### src/rtl/cbank_pkg.sv
package cbank_pkg;
   localparam int ADR_VAL_BASE = 'h420;
   localparam int ADR_SEL_BASE = 'h220;
   localparam int ADR_STRIDE   = 8;
   localparam int ADR_RUN      = 'h500;
   localparam int ADR_EN_SET   = 'h508;
   localparam int ADR_EN_CLR   = 'h50C;
   localparam int ADR_IE_SET   = 'h510;
   localparam int ADR_IE_CLR   = 'h514;
   localparam int ADR_GANG     = 'h718;
   localparam int ADR_OVF      = 'h740;
   localparam int ADR_MSB      = 'h96C;

   localparam int CODE_CYCLES  = 'h01;
   localparam int CODE_FIRST   = 'h20;

   // mask with the odd bit positions set, used to keep only chainable gang bits
   function automatic logic [31:0] odd_bits(input int n);
      logic [31:0] m;
      m = '0;
      for (int i = 1; i < n; i += 2) m[i] = 1'b1;
      return m;
   endfunction
endpackage

### src/rtl/cbank_evt_sel.sv
module cbank_evt_sel #(
   parameter int EVT_W = 8,
   parameter int SEL_W = 8
) (
   input  logic [SEL_W-1:0] sel,
   input  logic [EVT_W-1:0] evt_in,
   output logic             hit
);
   import cbank_pkg::*;

   // 0x01 -> line 0, 0x20.. -> lines 1.., anything else counts nothing
   always_comb begin
      hit = 1'b0;
      if (sel == SEL_W'(CODE_CYCLES)) hit = evt_in[0];
      for (int i = 1; i < EVT_W; i++) begin
         if (sel == SEL_W'(CODE_FIRST + i - 1)) hit = evt_in[i];
      end
   end
endmodule

### src/rtl/cbank_counter.sv
module cbank_counter #(
   parameter int CNT_W = 32
) (
   input  logic             clk,
   input  logic             rst_n,
   input  logic             run,
   input  logic             evt_hit,
   input  logic             chain_en,
   input  logic             carry_in,
   input  logic             sw_wr,
   input  logic [CNT_W-1:0] sw_data,
   input  logic             clr_all,
   input  logic             msb_mode,
   output logic [CNT_W-1:0] value,
   output logic             carry_out,
   output logic             ovf_evt
);
   localparam int TOP = CNT_W - 1;

   logic             step;
   logic [CNT_W-1:0] nxt;

   assign step      = run && !sw_wr && !clr_all && (chain_en ? carry_in : evt_hit);
   assign nxt       = value + 1'b1;
   assign carry_out = step && (&value);
   assign ovf_evt   = msb_mode ? (step && (value[TOP] != nxt[TOP])) : carry_out;

   always_ff @(posedge clk) begin
      if (!rst_n)       value <= '0;
      else if (clr_all) value <= '0;
      else if (sw_wr)   value <= sw_data;
      else if (step)    value <= nxt;
   end

   a_r4_single_step: assert property (@(posedge clk) disable iff (!rst_n)
      (!sw_wr && !clr_all) |=> (value == $past(value) || value == $past(value) + 1'b1));

   a_r4_hold_when_stopped: assert property (@(posedge clk) disable iff (!rst_n)
      (!run && !sw_wr && !clr_all) |=> $stable(value));

   a_r11_sw_load: assert property (@(posedge clk) disable iff (!rst_n)
      (sw_wr && !clr_all) |=> value == $past(sw_data));

   a_r6_wrap_to_zero: assert property (@(posedge clk) disable iff (!rst_n)
      carry_out |=> value == '0);

   a_r12_clear_all: assert property (@(posedge clk) disable iff (!rst_n)
      clr_all |=> value == '0);
endmodule

### src/rtl/evt_counter_bank.sv
module evt_counter_bank #(
   parameter int NUM_CNT = 8,
   parameter int CNT_W   = 32,
   parameter int SEL_W   = 8,
   parameter int EVT_W   = 8,
   parameter int ADDR_W  = 12,
   parameter int DATA_W  = 32
) (
   input  logic              clk,
   input  logic              rst_n,
   input  logic              bus_wr,
   input  logic              bus_rd,
   input  logic [ADDR_W-1:0] bus_addr,
   input  logic [DATA_W-1:0] bus_wdata,
   output logic [DATA_W-1:0] bus_rdata,
   input  logic [EVT_W-1:0]  evt_in,
   output logic              irq
);
   import cbank_pkg::*;

   localparam logic [NUM_CNT-1:0] GANG_OK = NUM_CNT'(odd_bits(NUM_CNT));

   if (NUM_CNT < 2 || NUM_CNT > 8 || (NUM_CNT % 2) != 0) begin : g_bad_num
      $error("NUM_CNT must be an even count from 2 to 8");
   end
   if (CNT_W > DATA_W || CNT_W < 2) begin : g_bad_width
      $error("CNT_W must fit the data bus");
   end
   if (EVT_W < 2 || SEL_W < 8 || SEL_W > DATA_W) begin : g_bad_evt
      $error("event or selector width out of range");
   end

   logic               run_q;
   logic [NUM_CNT-1:0] en_q, ie_q, gang_q, msb_q, ovf_q;
   logic [SEL_W-1:0]   sel_q   [NUM_CNT];
   logic [CNT_W-1:0]   cval    [NUM_CNT];
   logic [NUM_CNT-1:0] carry, ovf_evt, hit, val_wr;
   logic               clr_all;
   logic [DATA_W-1:0]  rd_mux;

   function automatic logic wr_at(input int adr);
      return bus_wr && (bus_addr == ADDR_W'(adr));
   endfunction

   assign clr_all = wr_at(ADR_RUN) && bus_wdata[1];

   // shared control registers
   always_ff @(posedge clk) begin
      if (!rst_n) begin
         run_q  <= 1'b0;
         en_q   <= '0;
         ie_q   <= '0;
         gang_q <= '0;
         msb_q  <= '0;
      end else begin
         if (wr_at(ADR_RUN))    run_q  <= bus_wdata[0];
         if (wr_at(ADR_EN_SET)) en_q   <= en_q | bus_wdata[NUM_CNT-1:0];
         if (wr_at(ADR_EN_CLR)) en_q   <= en_q & ~bus_wdata[NUM_CNT-1:0];
         if (wr_at(ADR_IE_SET)) ie_q   <= ie_q | bus_wdata[NUM_CNT-1:0];
         if (wr_at(ADR_IE_CLR)) ie_q   <= ie_q & ~bus_wdata[NUM_CNT-1:0];
         if (wr_at(ADR_GANG))   gang_q <= bus_wdata[NUM_CNT-1:0] & GANG_OK;
         if (wr_at(ADR_MSB))    msb_q  <= bus_wdata[NUM_CNT-1:0];
      end
   end

   // overflow status: hardware set wins over software write-1-to-clear
   always_ff @(posedge clk) begin
      if (!rst_n) ovf_q <= '0;
      else if (wr_at(ADR_OVF)) ovf_q <= (ovf_q & ~bus_wdata[NUM_CNT-1:0]) | ovf_evt;
      else ovf_q <= ovf_q | ovf_evt;
   end

   assign irq = |(ovf_q & ie_q);

   for (genvar n = 0; n < NUM_CNT; n++) begin : g_cnt
      localparam int VAL_ADR = ADR_VAL_BASE + ADR_STRIDE * n;
      localparam int SEL_ADR = ADR_SEL_BASE + ADR_STRIDE * n;

      logic chain_en, carry_in;

      assign val_wr[n] = wr_at(VAL_ADR);

      always_ff @(posedge clk) begin
         if (!rst_n)           sel_q[n] <= '0;
         else if (wr_at(SEL_ADR)) sel_q[n] <= bus_wdata[SEL_W-1:0];
      end

      cbank_evt_sel #(.EVT_W(EVT_W), .SEL_W(SEL_W)) i_sel (
         .sel    (sel_q[n]),
         .evt_in (evt_in),
         .hit    (hit[n])
      );

      if ((n % 2) == 1) begin : g_upper
         assign chain_en = gang_q[n];
         assign carry_in = carry[n-1];
      end else begin : g_lower
         assign chain_en = 1'b0;
         assign carry_in = 1'b0;
      end

      cbank_counter #(.CNT_W(CNT_W)) i_ctr (
         .clk       (clk),
         .rst_n     (rst_n),
         .run       (run_q && en_q[n]),
         .evt_hit   (hit[n]),
         .chain_en  (chain_en),
         .carry_in  (carry_in),
         .sw_wr     (val_wr[n]),
         .sw_data   (bus_wdata[CNT_W-1:0]),
         .clr_all   (clr_all),
         .msb_mode  (msb_q[n]),
         .value     (cval[n]),
         .carry_out (carry[n]),
         .ovf_evt   (ovf_evt[n])
      );

      a_r8_w1c: assert property (@(posedge clk) disable iff (!rst_n)
         (wr_at(ADR_OVF) && bus_wdata[n] && !ovf_evt[n]) |=> !ovf_q[n]);

      a_r8_set_wins: assert property (@(posedge clk) disable iff (!rst_n)
         ovf_evt[n] |=> ovf_q[n]);

      if ((n % 2) == 1) begin : g_chain_chk
         a_r10_chain_carry: assert property (@(posedge clk) disable iff (!rst_n)
            (carry[n-1] && gang_q[n] && run_q && en_q[n] && !val_wr[n] && !clr_all)
            |=> cval[n] == $past(cval[n]) + 1'b1);
      end
   end

   // read path, registered
   always_comb begin
      rd_mux = '0;
      for (int n = 0; n < NUM_CNT; n++) begin
         if (bus_addr == ADDR_W'(ADR_VAL_BASE + ADR_STRIDE * n)) rd_mux = DATA_W'(cval[n]);
         if (bus_addr == ADDR_W'(ADR_SEL_BASE + ADR_STRIDE * n)) rd_mux = DATA_W'(sel_q[n]);
      end
      if (bus_addr == ADDR_W'(ADR_RUN))    rd_mux = DATA_W'(run_q);
      if (bus_addr == ADDR_W'(ADR_EN_SET) || bus_addr == ADDR_W'(ADR_EN_CLR)) rd_mux = DATA_W'(en_q);
      if (bus_addr == ADDR_W'(ADR_IE_SET) || bus_addr == ADDR_W'(ADR_IE_CLR)) rd_mux = DATA_W'(ie_q);
      if (bus_addr == ADDR_W'(ADR_GANG))   rd_mux = DATA_W'(gang_q);
      if (bus_addr == ADDR_W'(ADR_OVF))    rd_mux = DATA_W'(ovf_q);
      if (bus_addr == ADDR_W'(ADR_MSB))    rd_mux = DATA_W'(msb_q);
   end

   always_ff @(posedge clk) begin
      if (!rst_n)      bus_rdata <= '0;
      else if (bus_rd) bus_rdata <= rd_mux;
   end

   a_r9_irq_needs_enable: assert property (@(posedge clk) disable iff (!rst_n)
      (ie_q == '0) |-> !irq);

   a_r5_set_takes: assert property (@(posedge clk) disable iff (!rst_n)
      wr_at(ADR_EN_SET) |=> ((en_q & $past(bus_wdata[NUM_CNT-1:0])) == $past(bus_wdata[NUM_CNT-1:0])));

   a_r10_even_gang_zero: assert property (@(posedge clk) disable iff (!rst_n)
      (gang_q & ~GANG_OK) == '0);

   a_r1_quiet_after_reset: assert property (@(posedge clk)
      !rst_n |=> (ovf_q == '0 && en_q == '0 && !irq));
endmodule

### config.mk
export PLATFORM = sky130hd
export DESIGN_NAME = evt_counter_bank
export DESIGN_NICKNAME = d
export VERILOG_FILES = /design/src/rtl/cbank_pkg.sv /design/src/rtl/cbank_evt_sel.sv /design/src/rtl/cbank_counter.sv /design/src/rtl/evt_counter_bank.sv
export SDC_FILE = /design/constraint.sdc
export NUM_CORES = 1
export LEC_CHECK = 0
export ABC_AREA = 1
export BUFFER_PORTS_ARGS = -buffer_cell sky130_fd_sc_hd__buf_2
export CAP_MARGIN = 40
export CORE_MARGIN = 2
export CORE_UTILIZATION = 31
export CTS_BUF_LIST = sky130_fd_sc_hd__clkbuf_16
export DETAILED_ROUTE_END_ITERATION = 12
export GPL_TIMING_DRIVEN = 1
export SLEW_MARGIN = 20
export SYNTH_ARGS = -nofsm -noshare
export SYNTH_HDL_FRONTEND = slang
export SYNTH_SLANG_ARGS = --single-unit
### constraint.sdc
create_clock -name clk -period 3.9 [get_ports clk]
set_input_delay 0.195 -clock clk [delete_from_list [all_inputs] [get_ports clk]]
set_output_delay 0.195 -clock clk [all_outputs]
set_load 0.02 [all_outputs]
==> flow_metrics.tcl, run 1 <==
set metrics [dict create \
    setup_violations 0 \
    antenna_found_initial 1 \
    rrSetupSlack_ns 0.62 \
    fin_crit_ns 3.28 \
    post_cts_buffers 0 \
    track_usage 0.245 \
    root_buffer "clkbuf_16" \
    cts_tree "built" \
    yosys_warnings 0 \
    synth_seq_cells 389 \
    syn_to_final_growth_pct 13.0 \
    start_util 0.313 \
    rsz0062_at_grt "no" \
    worst_pin_slew_ns 0.964 \
    gp_congestion 0.988 \
    regArea_sq_um 8430 \
    ys_async_sr_fraction 0 \
    numCtsBuffers 48 \
    path_clk_slew_ns 0.06 \
    synth_area_leaders "dfxtp_1, nand2_1, edfxtp_1" \
    cts_resized 0 \
    synth.distinct_cells 62 \
    grt_max_degree 167 \
    grt_pass1_vias 25100 \
    end_kind "flip-flop" \
    fin_cells 4984 \
    crit_arrival_ns 3.83 \
    fin_skew_ns 0.0263 \
    syn_area_per_cell_sq_um 6.58 \
    hp-class "primary input to flip-flop" \
    die_area_sq_um 83600 \
    clk_latency_ns 0.62 \
    synth-edff-count 64 \
    p_leak_nw 10.0 \
    multi_input_area_sq_um 14400 \
    remaining_drc_errors 0 \
    powerDensity_nw_per_um2 313 \
    htreeDepth 2 \
    netlist_area_sq_um 25200 \
    die_w_microns 289 \
    num_io_pins 89 \
    drtAntennaViolNets 0 \
    hold_slack_ns 0.0291 \
    period_share 0.842 \
    synth_area_leader_cell "dfxtp_1" \
    ys_seq_area_frac 0.334 \
    vias 27300 \
    dp.cells 4872 \
    irDropWorstVdd_uv 283 \
    finalMaxSlewViolations 0 \
    drtIter0Drc 3531 \
    clkPwrFrac 0.484 \
    wl_per_cell_microns 21.1 \
    slew_headroom 0.357 \
    via_per_inst 5.48 \
    rows 104 \
    drt_wl_total_microns 105000 \
    pwr-share-comb 0.052 \
    fmax_mhz 305 \
    worstPathMaxFanout 15 \
    critPathRequiredTime_ns 4.45 \
    status "finished, final reports clean" \
    drtPass1Iterations 6 \
    synthesis.instances 3832 \
    ys.flop_type "dfxtp_1" \
    dp_hpwl_microns 78500 \
    timing.setup.tns_ns 0 \
    yosysTopAreaCellShare 0.258 \
    power.switching_w 0.00232 \
    drive_above_1_share 0.0837 \
    p_int_w 0.00661 \
    hold_viol 0 \
    port_buffers 88 \
    grt_overflow 0 \
    cts.sink_count 389 \
    cts_buffer_depth 3 \
    finalNetCount 3947 \
    die_h_microns 289 \
    p_sw_frac 0.259 \
    path_class "flip-flop to flip-flop" \
    fillers 8728 \
    core_area_sq_um 80500 \
    worst_setup_path_start_kind "flip-flop" \
    cap_violations 0 \
    p_seq_frac 0.464 \
    ctsHoldBuffers 19 \
    syn-num-nets 3896 \
    grt_pass1_wl_microns 156000 \
]
final timing paths:
check | from | to | depth (start not counted)
worst max-delay path | g_cnt[4].i_ctr.value[0] | g_cnt[5].i_ctr.value[14] | 17
worst min-delay path | bus_wdata[21] | g_cnt[5].i_ctr.value[21] | 3
worst max register to register | g_cnt[4].i_ctr.value[0] | g_cnt[5].i_ctr.value[14] | 17
worst min register to register | bus_rdata[14] | bus_rdata[14] | 2
power by group through the flow:
stage	clock, W	sequential (W)	combinational, W
floorplan	0	0.00422	0.000186
global placement	0	0.00423	0.000423
detailed placement	0	0.00423	0.000434
CTS	0.00437	0.00414	0.000449
global route	0.00453	0.00415	0.000483
finish	0.00432	0.00414	0.000466
logic make-up after synthesis:
family | synth area share
compound gates | 0.185
xor+xnor | 0.0608
simple gates | 0.320
buf+inv | 0.0961
fa+ha+maj | 0.00397
flops | 0.334
through the flow:
stage                     total power [W]  cell area, sq um  setup slack [ns]   util
after global placement            0.00465             26700             0.687  0.331
after global routing              0.00916             28500             0.342  0.353
after floorplan                   0.00440             25200              1.48      -
after CTS                         0.00896             28500             0.657  0.353
after detailed placement          0.00466             26800             0.594  0.333
final                             0.00893             28500             0.618  0.354
cells in the mapped netlist, types with 29 or more instances:
cell	n
nand4_1	58
buf_2	29
inv_1	407
xnor2_1	39
a21oi_1	260
nand3_1	224
dfxtp_1	325
nor3_1	115
a31oi_1	136
nor4_1	30
xor2_1	136
o21ai_0	222
edfxtp_1	64
clkbuf_1	126
nor2_1	310
o221ai_1	30
nand2_1	1027
sequential cells by signal (all words and copies together) (netlist names), named ones only:
register / cells
msb_q: 8
run_q: 1
g_cnt.i_ctr.value: 256
gang_q: 4
sel_q: 64
bus_rdata: 32
ovf_q: 8
layer usage:
layer  track usage  part of all wire
met1         0.339              0.43
met2         0.383              0.44
met3        0.0460             0.098
met4        0.0827             0.034
met5             0                 0
layout by cell type, fill, tap and decap left out, types with 6 or more instances in the layout:
| cell | netlist | final |
|---|---|---|
| a21oi_1 | 260 | 260 |
| a221oi_1 | 28 | 28 |
| a22oi_1 | 7 | 7 |
| a31oi_1 | 136 | 136 |
| buf_2 | 29 | 92 |
| buf_4 | 6 | 59 |
| clkbuf_16 | 0 | 49 |
| clkinv_1 | 7 | 19 |
| clkinv_2 | 0 | 12 |
| dfxtp_1 | 325 | 325 |
| dlygate4sd3_1 | 0 | 19 |
| edfxtp_1 | 64 | 64 |
| ha_1 | 8 | 8 |
| inv_1 | 407 | 413 |
| inv_2 | 17 | 19 |
| nand2_1 | 1027 | 1026 |
| nand2_2 | 6 | 6 |
| nand2_4 | 5 | 6 |
| nand3_1 | 224 | 224 |
| nand3_2 | 6 | 6 |
| nand3b_1 | 8 | 8 |
| nand4_1 | 58 | 58 |
| nor2_1 | 310 | 306 |
| nor2_2 | 12 | 16 |
| nor3_1 | 115 | 115 |
| nor3_2 | 10 | 10 |
| nor3b_1 | 6 | 6 |
| nor4_1 | 30 | 30 |
| o2111ai_1 | 28 | 28 |
| o211ai_1 | 28 | 28 |
| o21ai_0 | 222 | 222 |
| o221ai_1 | 30 | 30 |
| o22ai_1 | 22 | 22 |
| o31ai_1 | 7 | 7 |
| or2_2 | 17 | 17 |
| xnor2_1 | 39 | 39 |
| xor2_1 | 136 | 136 |
critical path, stage by stage (launching register included):
cell and delay [ns]:
dfxtp_1 0.35, ha_1 0.20, nand3_2 0.13, nor3_4 0.18, nand3_2 0.14, nor2_4 0.15
nand2_4 0.10, nor3_4 0.15, nand2_2 0.10, nor4_2 0.48, nand2_1 0.19, nand2_2 0.12
nand2_4 0.15, inv_4 0.20, nor2_4 0.11, inv_2 0.18, o21ai_0 0.10, a31oi_1 0.15
cell type report:
| class | count | area share |
|---|---|---|
| diodes | 3 | 0.000264 |
| multi-input cells | 2832 | 0.505 |
| clock buffers | 49 | 0.0431 |
| well taps | 1060 | 0.0466 |
| clock inverters | 39 | 0.00830 |
| flip-flops and latches | 389 | 0.296 |
| inverters | 434 | 0.0576 |
| repair buffers | 178 | 0.0433 |
Note: power is estimated with default switching activity, not from simulation.
==> run 2, diff against run 1 <==
--- a/config.mk
+++ b/config.mk
@@ -5,7 +5,7 @@
 export SDC_FILE = /design/constraint.sdc
 export NUM_CORES = 1
 export LEC_CHECK = 0
-export ABC_AREA = 1
+export ABC_AREA = 0
 export BUFFER_PORTS_ARGS = -buffer_cell sky130_fd_sc_hd__buf_2
 export CAP_MARGIN = 40
 export CORE_MARGIN = 2
==> constraint.sdc (replaced) <==
create_clock -name clk -period 3.2 [get_ports clk]
set_input_delay 0.16 -clock clk [delete_from_list [all_inputs] [get_ports clk]]
set_output_delay 0.16 -clock clk [all_outputs]
set_load 0.02 [all_outputs]
==> run 2 against run 1 <==
- utilization increased by 1.4 points
- first-iteration DRC count rose by 0.45%
- register-to-register slack worse by 0.50 ns
- largest cell class unchanged
==> flow_metrics.tcl, run 2 <==
set metrics [dict create \
    gp_congestion 0.976 \
    cts.sink_count 389 \
    rrSetupSlack_ns 0.12 \
    syn_to_final_growth_pct 18.1 \
    period_share 0.962 \
    synth.distinct_cells 93 \
    synth-edff-count 64 \
    htreeDepth 2 \
    hold_depth 3 \
    synthesis.instances 3082 \
    remaining_drc_errors 0 \
    num_io_pins 89 \
    drt_wl_total_microns 107000 \
    final_area_sq_um 27800 \
    post_cts_buffers 0 \
    fmax_mhz 325 \
    powerDensity_nw_per_um2 393 \
    cap_violations 0 \
    timing.setup.tns_ns 0 \
    core_area_sq_um 75600 \
    hold_viol 0 \
    irDropWorstVdd_uv 386 \
    synth_top_cells_by_count "a21oi_1, dfxtp_1, nand2_1" \
    rows 101 \
    path_clk_slew_ns 0.06 \
    track_usage 0.265 \
    top_layer "met5" \
    root_buffer "clkbuf_16" \
    hold_slack_ns 0.0182 \
    clkPwrFrac 0.479 \
    cts_buffer_depth 3 \
    numCtsBuffers 45 \
    final_common_cell "a21oi_1" \
    cts_tree "built" \
    hp-start "bus_wdata[25]" \
    worst_setup_path_start_kind "flip-flop" \
    slew_headroom 0.421 \
    start_util 0.312 \
    largest_register "g_cnt.i_ctr.value" \
    port_buffers 88 \
    drtIter0Drc 3547 \
    pwr-share-comb 0.057 \
    status "finished, final reports clean" \
    finalNetCount 3264 \
    p_int_w 0.00815 \
    dpl_cell_area_sq_um 26200 \
    die_area_sq_um 78200 \
    synth_area_leader_cell "dfxtp_1" \
    fin_crit_ns 3.08 \
    die_w_microns 280 \
    regToRegEndpoint "g_cnt[7].i_ctr.value[18]" \
    ys_seq_area_frac 0.358 \
    grt_pass1_wl_microns 157000 \
    synth_area_leaders "dfxtp_1, edfxtp_1, a21oi_1" \
    grt_pass1_vias 23800 \
    via_per_inst 6.23 \
    setup_violations 0 \
    yosysMostFrequentCell "a21oi_1" \
    fin_skew_ns 0.0248 \
    grt_overflow 0 \
    syn_area_per_cell_sq_um 7.64 \
    drive_above_1_share 0.132 \
    ys.flop_type "dfxtp_1" \
    largest_reg_flops 256 \
    netlist_area_sq_um 23500 \
    drtPass1Iterations 6 \
    die_h_microns 280 \
    ys_async_sr_fraction 0 \
    rsz0062_at_grt "no" \
    synth_seq_cells 389 \
    antenna_found_initial 5 \
    yosysTopAreaCellShare 0.276 \
    worstPathMaxFanout 7 \
    dp_hpwl_microns 78500 \
    met2_length_microns 48400 \
    p_sw_frac 0.254 \
    path_class "flip-flop to flip-flop" \
    finalMaxSlewViolations 0 \
    drtAntennaViolNets 0 \
    p_seq_frac 0.464 \
    crit_arrival_ns 3.60 \
    reg_top3 "g_cnt.i_ctr.value: 256 flops, sel_q: 64 flops, bus_rdata: 32 flops" \
    m1WireLength_microns 42800 \
    whs_endpoint "g_cnt[3].i_ctr.value[25]" \
    clk_latency_ns 0.61 \
    dr_wl_met3_microns 11100 \
    grt_max_degree 64 \
    worst_pin_slew_ns 0.862 \
    critPathRequiredTime_ns 3.72 \
    crit-reg2reg-launch "sel_q[1][17]" \
    end_kind "flip-flop" \
    syn-num-nets 3146 \
    hp-class "primary input to flip-flop" \
    power.switching_w 0.00278 \
    p_leak_nw 8.92 \
    n_antenna_cell 0 \
    fillers 7850 \
    vias 26300 \
    mostFrequentLayoutCells "a21oi_1, dfxtp_1, nand2_1" \
    yosys_warnings 0 \
    rr_worst_depth 8 \
    wl_per_cell_microns 25.4 \
]
-- run 2: changes by cell type in the layout (fill, tap and decap cells not counted), sizes merged, moves of 66 or more --
cell / change
xor2: -107
and2: +66
and3: +88
nand3: -97
nor2: -86
nand2: -741
inv: -356
buf: +134
a21oi: +86
-- run 2: power by group through the flow --
stage	Combinational [W]	Sequential, W	Clock [W]
after floorplan	0.000288	0.00515	0
after detailed placement	0.000584	0.00518	0
after global placement	0.000581	0.00518	0
final	0.000624	0.00507	0.00523
after CTS	0.000603	0.00507	0.00527
after global routing	0.000643	0.00507	0.00543
-- run 2: metal layers --
layer,vias to the layer above,global-route usage
li1,11800,-
met1,12600,0.350
met2,1538,0.426
met3,251,0.0480
met4,6,0.110
met5,-,0
-- run 2: kinds of logic (layout without fill, tap and decap cells) --
family / Yosys count / in the layout / share of synthesized area
AO/OA/AOI/OAI: 1040 / 1040 / 0.273
XOR/XNOR: 80 / 80 / 0.0298
adder cells (fa/ha/maj): 8 / 8 / 0.00425
buffers and inverters: 305 / 458 / 0.0515
flip-flops: 389 / 389 / 0.358
multiplexers: 20 / 20 / 0.0104
AND/OR/NAND/NOR: 1240 / 1240 / 0.273
-- run 2: how the worst max path moves through the flow --
stage | start | endpoint | slack, ns | cells after the start
6_report | sel_q[1][17] | g_cnt[7].i_ctr.value[18] | 0.12 | 8
5_1_grt | bus_addr[2] | bus_rdata[3] | 0.007 | 12
4_1_cts | sel_q[1][7] | g_cnt[5].i_ctr.value[23] | 0.14 | 9
3_5_place_dp | bus_addr[11] | bus_rdata[4] | 0.12 | 12
3_3_place_gp | bus_addr[2] | bus_rdata[3] | 0.08 | 11
2_1_floorplan | sel_q[1][7] | g_cnt[5].i_ctr.value[31] | 0.58 | 9
-- run 2: per-stage QoR --
step,utilization,instances,total power [W],worst slack [ns]
5_1_grt,0.368,4213,0.0111,0.00721
6_report,0.368,4213,0.0109,0.123
3_5_place_dp,0.346,4113,0.00576,0.117
3_3_place_gp,0.346,4110,0.00576,0.0848
2_1_floorplan,-,3082,0.00544,0.582
4_1_cts,0.368,4213,0.0109,0.141
-- run 2: area by class of cell --
class / instances / area, sq um / area share
sequential: 389 / 8430 / 0.303
timing repair buffer: 311 / 2410 / 0.0867
clock inverter: 35 / 254 / 0.00914
multi-input combinational: 2388 / 14100 / 0.506
inverter: 65 / 244 / 0.00878
tap: 978 / 1220 / 0.0440
clock buffer: 47 / 1180 / 0.0423
-- run 2: worst max-delay path: stages (launching register included) --
cell,delay [ns]
edfxtp_1,0.50
and3b_1,0.26
o211ai_1,0.08
a211oi_1,0.68
a41oi_1,0.29
a31o_2,0.35
or4_1,0.56
xor2_1,0.16
o21ai_1,0.12
-- run 2: repair_timing --
action / in CTS / in global routing
endpoints found under the setup margin: 0 / 4
hold buffers: 18 / 0
resized for setup: 0 / 2
endpoints found under the hold margin: 32 / 0
